[config.mk]
export PLATFORM = sky130hd
export DESIGN_NAME = stall_acct
export DESIGN_NICKNAME = d
export VERILOG_FILES = /design/src/rtl/stall_acct.sv
export SDC_FILE = /design/constraint.sdc
export NUM_CORES = 1
export LEC_CHECK = 0
export CORE_MARGIN = 10
export CORE_UTILIZATION = 40
export CTS_BUF_LIST = sky130_fd_sc_hd__clkbuf_2
export CTS_CLUSTER_DIAMETER = 60
export DETAILED_ROUTE_END_ITERATION = 16
export DONT_BUFFER_PORTS = 1
export GPL_TIMING_DRIVEN = 0
export PLACE_DENSITY = 0.58
export SETUP_SLACK_MARGIN = 0.05
export SYNTH_ARGS = -nofsm -noshare
export SYNTH_HDL_FRONTEND = slang
export SYNTH_SLANG_ARGS = --single-unit
[constraint.sdc]
create_clock -name clk -period 9.7 [get_ports clk]
set_input_delay 0.97 -clock clk [delete_from_list [all_inputs] [get_ports clk]]
set_output_delay 0.97 -clock clk [all_outputs]
set_load 0.03 [all_outputs]
[src/rtl/stall_acct.sv]
module stall_acct #(
  parameter int NREG    = 16,
  parameter int CNT_W   = 32,
  parameter int PENALTY = 2,
  localparam int RW     = $clog2(NREG)
) (
  input  logic             clk,
  input  logic             rst,
  input  logic             insn_valid,
  input  logic             boundary,
  input  logic             src0_valid,
  input  logic [RW-1:0]    src0_reg,
  input  logic             src1_valid,
  input  logic [RW-1:0]    src1_reg,
  input  logic             ld_valid,
  input  logic [RW-1:0]    ld_reg,
  input  logic             br_valid,
  input  logic             br_taken,
  output logic             hazard,
  output logic [CNT_W-1:0] load_stall_cnt,
  output logic [CNT_W-1:0] branch_stall_cnt,
  output logic [CNT_W-1:0] taken_cnt,
  output logic [CNT_W-1:0] untaken_cnt
);
  localparam logic [CNT_W-1:0] PEN = CNT_W'(PENALTY);
  localparam logic [CNT_W-1:0] ONE = CNT_W'(1);
  localparam logic [CNT_W-1:0] TOP = '1;

  logic [NREG-1:0] act_mask, pend_mask, ld_bit;
  logic [CNT_W-1:0] ld_inc;
  logic hit0, hit1, take, skip;

  function automatic logic [CNT_W-1:0] sat_add(input logic [CNT_W-1:0] a, input logic [CNT_W-1:0] b);
    logic [CNT_W:0] s;
    s = {1'b0, a} + {1'b0, b};
    return s[CNT_W] ? TOP : s[CNT_W-1:0];
  endfunction

  assign hit0   = insn_valid && src0_valid && act_mask[src0_reg];
  assign hit1   = insn_valid && src1_valid && act_mask[src1_reg];
  assign take   = insn_valid && br_valid && br_taken;
  assign skip   = insn_valid && br_valid && !br_taken;
  assign ld_inc = (hit0 ? PEN : '0) + (hit1 ? PEN : '0);
  assign hazard = hit0 || hit1 || take;

  always_comb begin
    ld_bit = '0;
    if (insn_valid && ld_valid) ld_bit[ld_reg] = 1'b1;
  end

  always_ff @(posedge clk) begin
    if (rst) begin
      act_mask  <= '0;
      pend_mask <= '0;
    end else if (boundary) begin
      act_mask  <= pend_mask | ld_bit;
      pend_mask <= '0;
    end else begin
      pend_mask <= pend_mask | ld_bit;
    end
  end

  always_ff @(posedge clk) begin
    if (rst) begin
      load_stall_cnt   <= '0;
      branch_stall_cnt <= '0;
      taken_cnt        <= '0;
      untaken_cnt      <= '0;
    end else begin
      load_stall_cnt <= sat_add(load_stall_cnt, ld_inc);
      if (take) begin
        branch_stall_cnt <= sat_add(branch_stall_cnt, PEN);
        taken_cnt        <= sat_add(taken_cnt, ONE);
      end
      if (skip) untaken_cnt <= sat_add(untaken_cnt, ONE);
    end
  end

  a_r10_idle_no_count: assert property (@(posedge clk) disable iff (rst)
    !insn_valid |=> $stable(load_stall_cnt) && $stable(branch_stall_cnt)
                    && $stable(taken_cnt) && $stable(untaken_cnt));

  a_r9_hazard_needs_insn: assert property (@(posedge clk) disable iff (rst)
    hazard |-> insn_valid);

  a_r7_untaken_no_stall: assert property (@(posedge clk) disable iff (rst)
    (insn_valid && br_valid && !br_taken) |=> $stable(branch_stall_cnt) && $stable(taken_cnt));

  a_r6_taken_counts: assert property (@(posedge clk) disable iff (rst)
    (insn_valid && br_valid && br_taken && taken_cnt != TOP) |=> taken_cnt != $past(taken_cnt));

  a_r8_sat_hold: assert property (@(posedge clk) disable iff (rst)
    (load_stall_cnt == TOP) |=> load_stall_cnt == TOP);

  a_r3_invalid_src_quiet: assert property (@(posedge clk) disable iff (rst)
    (!src0_valid && !src1_valid) |=> $stable(load_stall_cnt));
endmodule

==> flow_summary.yaml <==
setup_path:
  critPathLaunchType: "input pin"
  timing.rr.end: "load_stall_cnt[4]"
  crit_type: "input pin to flip-flop"
  crit_required_ns: 10.35
  r2r_cells: 14
  end_kind: "flip-flop"
  rrSetupSlack_ns: 5.68
  critPathMaxStageDelay_ns: 0.43
  critical-path-top-delay-family: "simple AND/OR/NAND/NOR gates"
  cp_slowest_cell: "fa_1"
  r2r_start: "act_mask[6]"
  cp_data_arrival_time_ns: 4.92
  crit_path_cell_trace: "clkbuf_1, mux4_2, inv_1, a2111oi_0, o211ai_1, fa_1, inv_1, ha_1, ha_1, and4_1, nand3_1, nor2_1, nand2_1, clkbuf_1, a21oi_1"
  worstSetupStartpoint: "src1_reg[0]"
  critPathBufInv: 4
  path_max_fanout: 10
sta:
  fin_crit_sh_pct: 44.0
  tightest_slew_ns: 1.33
  max_clock_freq_mhz: 234
  grt_setup_unrepaired: "false"
  slew_violations: 0
  slew_headroom_pct: 10.6
  tns_ns: 0
  fin_crit_ns: 4.27
  hold_viol: 0
  setup_violations: 0
  fin_skew_ns: 0.0316
global_route:
  grt.busiest_layer: "met2"
  grt_use_met2_pct: 25.2
  met1_usage_pct: 20.1
  first_global_vias: 5763
  grt.overflow.total: 0
  grt_pass1_wl_mm: 32.3
  gr-usage-met3_pct: 7.75
  grt_usage_pct: 16.5
  grt_max_degree: 17
  antenna_found_initial: 1
route:
  wl_per_cell_um: 18.8
  firstDrtPassIters: 5
  wirelength_mm: 20.5
  vias: 6134
  drc: 0
  first_iter_violations: 253
  ant_nets: 0
  via_per_inst: 5.63
synthesis:
  synth_compound_area_share_pct: 14.3
  yosys_most_used_dff: "dfxtp_1"
  synth.mux.area_fraction_pct: 2.90
  synth_fa_ha_area_share_pct: 1.30
  synth_edf_count: 0
  synth_seq_cells: 160
  async_flop_share_pct: 0
  syn_avg_cell_area_um2: 8.87
  synth_cell_type_count: 53
  syn_inst: 828
  yosys.area_share.simple_pct: 23.9
  yosys.area_share.xor_xnor_pct: 11.0
  yosysSeqAreaShare_pct: 43.6
  yosys_warnings: 0
  syn_area_um2: 7340
  synth_top_family_by_area: "simple AND/OR/NAND/NOR gates"
  synth_fp_nets: 856
floorplan:
  placementRows: 49
  start_util_pct: 40.7
  coreArea_um2: 18000
  die_area_um2: 24200
  ios: 150
  die_w_um: 155
  dieHeight_um: 155
min_path:
  hp-start: "ld_reg[1]"
  holdPathStages: 2
  hold_class: "input pin to flip-flop"
  min_to: "pend_mask[15]"
cells_and_area:
  layout_common_cells: "dfxtp_1, a21oi_1, xor2_1"
  num-fill-cells: 1826
  drive_gt1_share_pct: 6.75
  syn_to_final_growth_pct: 7.75
  final_common_cell: "dfxtp_1"
  nNetsFinal: 875
cts:
  clkTransAtPathRegs_ns: 0.22
  cts_buffers: 17
  clkLatencyLatePin_ns: 0.73
  hold_buffers: 0
  post_cts_buffers: 0
  cts_resized: 0
  cts_htree_levels: 4
  clock_sinks: 160
  clk_path_buf_depth: 2
  ctsRootBufferMaster: "clkbuf_2"
  tritoncts: "done"
job:
  max-cap-violations: 0
power:
  ir_worst_vdd_uv: 69.2
  leakage_nw: 2.62
  total_power_w: 0.00113
  p_per_area_nw_per_um2: 143
outcome:
  status: "completed"
placed_design:
  gp_congestion: 0.824
  dp.final_hpwl_mm: 15.4
  port_buffers: 0
[logic make-up after synthesis]
kind of cell    after synthesis
fa+ha+maj                     7
simple gates                315
compound gates              182
buf+inv                      56
mux                          16
flops                       160
xor+xnor                     92
[cell usage after synthesis (3+ instances only)]
master	n	share of area, %
dfxtp_1	160	44
a21oi_1	106	7.2
xor2_1	67	8.0
nor2_1	60	3.1
nand3_1	53	3.6
nand2_1	43	2.2
nand4_1	43	3.7
clkbuf_1	36	1.8
xnor2_1	25	3.0
and3_1	24	2.0
and4_1	22	2.6
o21ai_0	22	1.5
a211oi_1	21	2.1
nor3_1	15	1.0
a31oi_1	14	1.2
inv_1	14	0.72
and2_1	10	0.85
mux2i_1	10	1.4
nor4_1	8	0.68
a311oi_1	6	0.72
ha_1	6	1.0
nor2b_1	5	0.43
or3_1	5	0.43
buf_2	4	0.27
mux4_2	4	1.2
nor3b_1	4	0.41
or2_2	4	0.34
nand3b_1	3	0.31
[worst max-delay path by stage]
| stage | endpoint | slack, ns | cells past startpoint |
|---|---|---|---|
| floorplan | load_stall_cnt[4] | 5.59 | 15 |
| global placement | load_stall_cnt[25] | 4.67 | 15 |
| detailed placement | load_stall_cnt[22] | 4.61 | 15 |
| CTS | load_stall_cnt[4] | 5.43 | 15 |
| global route | load_stall_cnt[20] | 5.12 | 15 |
| finish | load_stall_cnt[4] | 5.43 | 15 |
[flip-flops by register name (all words and copies together), names as in the netlist]
register / flops
branch_stall_cnt: 32
untaken_cnt: 32
taken_cnt: 32
load_stall_cnt: 32
act_mask: 16
pend_mask: 16
[layer usage]
layer | wire (um) | up-vias
li1 | - | 3068
met1 | 8850 | 2930
met2 | 9370 | 124
met3 | 2010 | 12
met4 | 211 | 0
met5 | 0 | -
[through the flow]
step                      hold WS [ns]  cell area (um2)  utilization [%]  instances  setup slack [ns]
after floorplan                  0.424             7340                -        828              5.59
after global placement           0.447             7630             42.3       1057              4.67
after detailed placement         0.451             7630             42.3       1057              4.61
after CTS                        0.344             7910             43.9       1088              5.43
after global routing             0.338             7910             43.9       1090              5.12
final                            0.429             7910             43.9       1090              5.43
[cell type report]
class                      instances  area [um2]  share of cell area (%)
buffer                            42         168                    2.12
sequential                       160        3200                    40.5
inverter                          14        52.6                   0.664
tap                              229         287                    3.62
clock buffer                      18        90.1                    1.14
multi-input combinational        612        3920                    49.5
clock inverter                    13         188                    2.37
antenna                            2        5.00                  0.0633
[power by group]
| group | total, W | switching (W) | internal (W) |
|---|---|---|---|
| clock | 0.000412 | 0.000242 | 0.000171 |
| combinational | 0.0000437 | 0.0000294 | 0.0000143 |
| sequential | 0.000674 | 0.00000946 | 0.000665 |
| total | 0.00113 | 0.000280 | 0.000850 |
Power figures use the tool's default switching activity.
